--- config.mk ---
export PLATFORM = sky130hd
export DESIGN_NAME = pitc_top
export DESIGN_NICKNAME = d
export VERILOG_FILES = /design/src/rtl/pitc_pkg.sv /design/src/rtl/pitc_ctrl.sv /design/src/rtl/pitc_dp.sv /design/src/rtl/pitc_top.sv
export SDC_FILE = /design/constraint.sdc
export NUM_CORES = 1
export LEC_CHECK = 0
export BUFFER_PORTS_ARGS = -buffer_cell sky130_fd_sc_hd__clkbuf_2
export CAP_MARGIN = 10
export CORE_ASPECT_RATIO = 0.7
export CORE_MARGIN = 1.5
export CORE_UTILIZATION = 55
export CTS_BUF_LIST = sky130_fd_sc_hd__clkbuf_8
export DETAILED_ROUTE_END_ITERATION = 10
export PLACE_DENSITY_LB_ADDON = 0.08
export SKIP_CTS_REPAIR_TIMING = 1
export SLEW_MARGIN = 30
export SYNTH_ARGS = -nofsm -noshare
export SYNTH_HDL_FRONTEND = slang
export SYNTH_SLANG_ARGS = --single-unit
--- constraint.sdc ---
create_clock -name clk -period 1.8 [get_ports clk]
set_input_delay 0.27 -clock clk [delete_from_list [all_inputs] [get_ports clk]]
set_output_delay 0.27 -clock clk [all_outputs]
set_load 0.005 [all_outputs]
--- src/rtl/pitc_pkg.sv ---
`timescale 1ns/1ps
package pitc_pkg;
  localparam int DATA_W = 8;
  localparam int ADDR_W = 2;

  typedef enum logic [ADDR_W-1:0] {
    REG_MODE   = 2'd0,
    REG_MODULO = 2'd1,
    REG_COUNT  = 2'd2,
    REG_FLAG   = 2'd3
  } regSel_t;

  typedef struct packed {
    logic clrCnt;   // start command: clear counter and flag
    logic tick;     // one count pulse
    logic clrFlag;  // software clear of the flag
  } dpStrobe_t;
endpackage

--- src/rtl/pitc_ctrl.sv ---
`timescale 1ns/1ps
module pitc_ctrl
  import pitc_pkg::*;
#(
  parameter int DIV_W = 10,
  parameter int CNT_W = 8
) (
  input  logic                clk,
  input  logic                rst,
  input  logic                wrEn,
  input  logic [ADDR_W-1:0]   addr,
  input  logic [DATA_W-1:0]   wrData,
  output dpStrobe_t           strb,
  output logic [DATA_W-1:0]   modeRd,
  output logic [CNT_W-1:0]    modulo
);
  localparam int NUM_TAPS = 4;

  logic [DIV_W-1:0]    divCnt;
  logic [2:0]          modeSel;
  logic                modeRun;
  logic [NUM_TAPS-1:0] tapHit;
  logic                modeWr, startCmd;

  assign modeWr   = wrEn && (addr == REG_MODE);
  assign startCmd = modeWr && wrData[3];

  always_ff @(posedge clk) begin
    if (rst) divCnt <= '0;
    else     divCnt <= divCnt + 1'b1;
  end

  // Tap i serves code 1ii: the divide ratio is 2^(DIV_W - 2*i)
  for (genvar i = 0; i < NUM_TAPS; i++) begin : g_tap
    localparam int SH = DIV_W - 2 * i;
    assign tapHit[i] = &divCnt[SH-1:0];
  end

  always_ff @(posedge clk) begin
    if (rst) begin
      modeSel <= '0;
      modeRun <= 1'b0;
      modulo  <= '0;
    end else if (wrEn) begin
      if (addr == REG_MODE) begin
        modeSel <= wrData[6:4];
        modeRun <= wrData[2];
      end
      if (addr == REG_MODULO) modulo <= wrData[CNT_W-1:0];
    end
  end

  always_comb begin
    strb.tick    = modeSel[2] && modeRun && tapHit[modeSel[1:0]];
    strb.clrCnt  = startCmd;
    strb.clrFlag = wrEn && (addr == REG_FLAG) && !wrData[0];
    modeRd       = {1'b0, modeSel, 1'b0, modeRun, 2'b00};
  end

  AST_BAD_CODE_SILENT: assert property (@(posedge clk) disable iff (rst)
    !modeRd[6] |-> !strb.tick);
  AST_TICK_SPACED: assert property (@(posedge clk) disable iff (rst)
    strb.tick |=> !strb.tick);
  AST_STOP_SILENT: assert property (@(posedge clk) disable iff (rst)
    !modeRd[2] |-> !strb.tick);
  AST_START_NOT_STORED: assert property (@(posedge clk) disable iff (rst)
    modeWr |=> (modeRd[3] == 1'b0) && (modeRd[1:0] == 2'b00));
endmodule

--- src/rtl/pitc_dp.sv ---
`timescale 1ns/1ps
module pitc_dp
  import pitc_pkg::*;
#(
  parameter int CNT_W = 8
) (
  input  logic             clk,
  input  logic             rst,
  input  dpStrobe_t        strb,
  input  logic [CNT_W-1:0] modulo,
  output logic [CNT_W-1:0] count,
  output logic             irqFlag
);
  logic wrap;
  assign wrap = strb.tick && (count == modulo);

  always_ff @(posedge clk) begin
    if (rst) begin
      count <= '0;
    end else if (strb.clrCnt) begin
      count <= '0;
    end else if (strb.tick) begin
      count <= wrap ? '0 : count + 1'b1;
    end
  end

  always_ff @(posedge clk) begin
    if (rst)               irqFlag <= 1'b0;
    else if (strb.clrCnt)  irqFlag <= 1'b0;
    else if (wrap)         irqFlag <= 1'b1;
    else if (strb.clrFlag) irqFlag <= 1'b0;
  end

  AST_WRAP_FLAG: assert property (@(posedge clk) disable iff (rst)
    strb.tick && (count == modulo) && !strb.clrCnt |=> (count == '0) && irqFlag);
  AST_HOLD_COUNT: assert property (@(posedge clk) disable iff (rst)
    !strb.tick && !strb.clrCnt |=> $stable(count));
  AST_FLAG_STICKY: assert property (@(posedge clk) disable iff (rst)
    irqFlag && !strb.clrCnt && !strb.clrFlag |=> irqFlag);
endmodule

--- src/rtl/pitc_top.sv ---
`timescale 1ns/1ps
module pitc_top
  import pitc_pkg::*;
(
  input  logic       clk,
  input  logic       rst,
  input  logic [1:0] addr,
  input  logic [7:0] wrData,
  input  logic       wrEn,
  output logic [7:0] rdData,
  output logic       irq
);
  localparam int DIV_W = 10;
  localparam int CNT_W = 8;

  dpStrobe_t        strb;
  logic [7:0]       modeRd;
  logic [CNT_W-1:0] modulo;
  logic [CNT_W-1:0] count;

  pitc_ctrl #(.DIV_W(DIV_W), .CNT_W(CNT_W)) u_ctrl (
    .clk(clk), .rst(rst), .wrEn(wrEn), .addr(addr), .wrData(wrData),
    .strb(strb), .modeRd(modeRd), .modulo(modulo)
  );

  pitc_dp #(.CNT_W(CNT_W)) u_dp (
    .clk(clk), .rst(rst), .strb(strb), .modulo(modulo),
    .count(count), .irqFlag(irq)
  );

  always_comb begin
    case (addr)
      REG_MODE:   rdData = modeRd;
      REG_MODULO: rdData = 8'(modulo);
      REG_COUNT:  rdData = 8'(count);
      default:    rdData = {7'd0, irq};
    endcase
  end

  AST_START_CLEARS: assert property (@(posedge clk) disable iff (rst)
    wrEn && (addr == REG_MODE) && wrData[3] |=> (count == '0) && !irq);
  AST_COUNT_WRITE_IGNORED: assert property (@(posedge clk) disable iff (rst)
    wrEn && (addr == REG_COUNT) && !strb.tick |=> $stable(count));
endmodule

-- Word level (Yosys, flattened, before mapping)
Cells that the tools add are included.
- register bits after elaboration: 31
- input port bits: 13
- output and inout bits: 9
- word-level logic and storage cells: 36
- $add $sub $neg: 2
- order comparisons: 1
- equality and inequality tests: 4
- muxes and demuxes: 6
- reductions and logical operators: 17
- operators by type and width (kind ; count):
    8-bit one-hot mux with 3 select lines ; 1
    10-bit by 1-bit adder with 10-bit output (second input constant) ; 1
    10-bit AND reduction ; 1
    8-bit by 1-bit adder with 8-bit output (second input constant) ; 1
    8-bit equality test ; 1
    8-bit 2-to-1 mux ; 1
    8-bit AND reduction ; 1
    1-bit logical AND ; 7
    6-bit AND reduction ; 1
    2-bit equality test (second input constant) ; 2
    2-bit AND reduction ; 2
    4-bit AND reduction ; 1
    2-bit by 3-bit < comparator with 1-bit output (second input constant) ; 1
    1-bit 2-to-1 mux ; 3
    1-bit binary-select mux with 2-bit select ; 1
    2-bit by 1-bit equality test with 1-bit output (second input constant) ; 1
    2-bit zero test ; 1
    2-bit nonzero test ; 1
    2-bit OR reduction ; 1
    1-bit zero test ; 1

-- Longest topological paths before layout
- depth in word-level cells: 6
- depth in mapped cells: 6
- mapped depth without buffers: 6

-- Cells and area by module
A second synthesis with hierarchy kept.
- cell total of the unflattened synthesis: 172
- area, all modules: 1627.8 sq um
- modules (own cells, without submodules) (module ; instances ; cells each ; area an instance (sq um) ; seq. area each (sq um)):
    pitc_ctrl ; 1 ; 97 ; 923.4 ; 440.4
    pitc_dp ; 1 ; 56 ; 523.0 ; 180.2
    pitc_top ; 1 ; 19 ; 181.4 ; 0.0

-- Worst setup path after synthesis
No wires, ideal clock.
- path kind: flip-flop to flip-flop
- start: reg u_ctrl.divCnt[0]
- end: reg u_dp.count[6]
- setup time: 0.070 ns
- data arrival time: 1.511 ns
- data required time: 1.730 ns
- slack: 0.219 ns
- stages on the path, launching flop included: 6
- buffers on the path: 0
- period minus slack after synthesis: 1.581 ns
- path through: dfxtp_1 -> ha_1 -> and3_2 -> nand4_4 -> or4_1 -> a21oi_1
- cells in the longest elaborated chain, start to end: 6
- elaborated cells between the ends (all ways): 9
- those cells by class: mux (3); reduce/logical (6)
- ends and longest elaborated chain (item ; RTL line ; source):
    from (decl) ; pitc_ctrl.sv:19 ; logic [DIV_W-1:0] divCnt;
    from (signal assigned) ; pitc_ctrl.sv:30 ; else divCnt <= divCnt + 1'b1;
    10-bit AND reduction, or another cell as far along ; pitc_ctrl.sv:36 ; assign tapHit[i] = &divCnt[SH-1:0];
    1-bit binary-select mux with 2-bit select (*) ; pitc_ctrl.sv:54 ; strb.tick = modeSel[2] && modeRun && tapHit[modeSel[1:0]];
    1-bit 2-to-1 mux (not written as such) (*) ; pitc_ctrl.sv:54 ;
    1-bit logical AND (*) ; pitc_ctrl.sv:54 ;
    1-bit logical AND ; pitc_dp.sv:15 ; assign wrap = strb.tick && (count == modulo);
    8-bit 2-to-1 mux ; pitc_dp.sv:23 ; count <= wrap ? '0 : count + 1'b1;
    to (signal assigned) ; pitc_dp.sv:23 ;
    to (decl) ; pitc_dp.sv:11 ; output logic [CNT_W-1:0] count,
Every way passes the cells marked *; elsewhere a longest branch is shown, timed or not. The select of a mux whose other input is x is not followed.
A chain may end at the register's enable or synchronous reset.

-- Worst setup path after layout
- start: reg u_ctrl.divCnt[4]
- end: reg u_dp.count[6]
- cells in the longest elaborated chain, start to end: 6
- elaborated cells between the ends (all ways): 8
- those cells by class: mux (3); reduce/logical (5)
- ends and longest elaborated chain (item ; RTL line):
    10-bit AND reduction, or another cell as far along ; pitc_ctrl.sv:36
    1-bit binary-select mux with 2-bit select (*) ; pitc_ctrl.sv:54
    1-bit 2-to-1 mux (not written as such) (*) ; pitc_ctrl.sv:54
    1-bit logical AND (*) ; pitc_ctrl.sv:54
    1-bit logical AND ; pitc_dp.sv:15
    8-bit 2-to-1 mux ; pitc_dp.sv:23
Marks and branches as above.

==> impl_metrics.json <==
{
  "synth.most_common_cell": "dfxtp_1",
  "gp_congestion": 0.996,
  "holdWs_ns": 0.231,
  "finalSetupTns_ns": 0,
  "cts_tree": "built",
  "p_leak_nw": 0.701,
  "layout_setup_ws_ns": 0.0886,
  "cpPeakStageDelay_ns": 0.52,
  "maxSlewHeadroom": 0.638,
  "htreeDepth": 2,
  "syn_area_um2": 1560,
  "cts_made_buffers": 5,
  "yosysTopAreaCellShare": 0.398,
  "ys_types": 38,
  "cts_max_path_buffers": 2,
  "fin_util": 0.705,
  "start_util": 0.607,
  "fin_crit_ns": 1.71,
  "rows": 15,
  "syn_avg_cell_area_um2": 8.67,
  "yosysTopAreaCell": "dfxtp_1",
  "vdd_drop_max_mv": 0.532,
  "post-dp-hpwl_mm": 2.77,
  "chipWidth_um": 66.7,
  "power_density_nw_per_um2": 766,
  "fin_skew_ns": 0.00463,
  "avgViaCountPerCell": 5.87,
  "io_pins": 22,
  "cp_max_fo": 7,
  "synthTopCellsByArea": "dfxtp_1, xnor2_1, a21oi_1",
  "fp.dieArea_um2": 3170,
  "startpoint_type": "register",
  "rsz0062_at_grt": "false",
  "detail-route-antenna-nets": 0,
  "cap_violations": 0,
  "grt_start_max_net_pins": 23,
  "synth_seq_cells": 31,
  "worstMarginPinSlew_ns": 0.542,
  "fin_crit_sh": 0.951,
  "fill_cells": 231,
  "crit_chain": "nand4_2 > o22ai_2 > nand4_4 > or4_1 > a21oi_1",
  "max_freq_mhz": 584,
  "yosysWarnings": 0,
  "maxSlewViolCount": 0,
  "antenna_found_initial": 0,
  "synth_fp_nets": 195,
  "diodes": 0,
  "nNetsFinal": 221,
  "synthTopCellsByCount": "dfxtp_1, nand2_1, nor2_1",
  "dr.first_iter.drc_count": 90,
  "crit_required_ns": 2.01,
  "route.detailed.drc": 0,
  "grt.overflow.total": 0,
  "clk-insertion-delay-late_ns": 0.28,
  "setup_viol": 0,
  "routedWlPerCell_um": 15.6,
  "area_delta_synth_final_pct": 16.1,
  "grt_use_total": 0.271,
  "clock-sinks": 31,
  "netlist_instances": 180,
  "clkTransAtPathRegs_ns": 0.06,
  "critPathCaptureType": "register",
  "cts-root-buf": "clkbuf_8",
  "synthArstFlopShare": 0,
  "status": "complete, no violations",
  "io_buffers": 21,
  "grt_pass1_wl_mm": 6.22,
  "synth-edff-count": 0,
  "core_area_um2": 2570,
  "hold_viol": 0,
  "grt_pass1_vias": 1337,
  "cpMaxStageDelayCell": "or4_1",
  "via_count": 1408,
  "yosysSeqAreaShare": 0.398,
  "fp.dieH_um": 47.6,
  "cp.arrival_ns": 1.92,
  "drtPass1Iterations": 4,
  "wl_mm": 3.74,
  "synth-main-ff-cell": "dfxtp_1",
  "dp_worst_setup_slack_ns": 0.116,
  "drive_above_1_share": 0.214,
  "finalPower_mw": 1.39,
  "crit_type": "reg -> reg",
  "hold_class": "in -> reg"
}
==> area by class of cell <==
cell class	count	area, um2	area share
multi-input cells	139	900	0.497
flip-flops and latches	31	621	0.343
repair buffers	28	158	0.0870
clock buffers	6	82.6	0.0456
well taps	34	42.5	0.0235
clock inverters	1	5.00	0.00276
inverters	1	3.75	0.00207
==> logic make-up after synthesis <==
group	share of synthesized area
xor gates and xnor gates	0.0898
buffers and inverters	0.0281
muxes	0.0521
DFF	0.398
AOI/OAI and AO/OA	0.152
adders and majority gates	0.0160
and+or+nand+nor	0.264
==> path summary, 6_finish.rpt <==
| kind | startpoint | end | cells after the start | slack, ns |
|---|---|---|---|---|
| setup / recovery | u_ctrl.divCnt[4]$_SDFF_PP0_ | u_dp.count[6]$_SDFFE_PP0P_ | 5 | 0.09 |
| hold reg to reg | u_ctrl.divCnt[0]$_SDFF_PP0_ | u_ctrl.divCnt[0]$_SDFF_PP0_ | 1 | 0.44 |
| hold / removal | wrData[7] | u_ctrl.modulo[7]$_SDFFE_PP0P_ | 3 | 0.23 |
| setup reg to reg | u_ctrl.divCnt[4]$_SDFF_PP0_ | u_dp.count[6]$_SDFFE_PP0P_ | 5 | 0.09 |
==> power by group <==
part	internal [mW]	total (mW)	switching, mW
clock	0.299	0.541	0.241
sequential	0.701	0.715	0.0136
combinational	0.0542	0.132	0.0780
==> registers in the layout (all words and copies together) (netlist names) <==
register / flops
u_ctrl.modeSel: 3
u_dp.count: 8
u_dp.irqFlag: 1
u_ctrl.modeRun: 1
u_ctrl.divCnt: 10
u_ctrl.modulo: 8
==> through the flow <==
stage               std cells  cell area (um2)
global placement          233             1720
CTS                       240             1810
floorplan                 180             1560
detailed placement        233             1720
global route              240             1810
finish                    240             1810
==> worst max-delay path: cells and delay by family, from the launching register on <==
kind | cells | cell delay (ns)
AND/OR/NAND/NOR | 3 | 0.82
AO/OA/AOI/OAI | 2 | 0.40
flip-flops | 1 | 0.42
==> layer usage <==
layer,global-route usage,wire [um],up-vias,part of all wire
met1,0.379,1830,659,0.49
met2,0.416,1620,57,0.43
met3,0.0800,286,2,0.076
li1,-,-,690,-
met4,0.0694,13,0,0.0035
met5,0,0,-,0
==> cell usage in the layout, fill, tap and decap left out, types with 2 or more instances in the layout <==
cell	instances
a21oi_1	15
and3_1	3
nor2b_1	4
nand2_1	20
mux2i_1	7
nand3_1	12
buf_4	7
xor2_1	3
ha_1	2
dfxtp_1	31
nor3_1	2
a32o_1	4
clkbuf_2	21
nor3b_1	3
xnor2_1	13
clkbuf_8	6
nand4_1	2
a22o_1	4
o21ai_0	8
nor2_1	19
No activity file was read; power rests on OpenSTA's default activity.
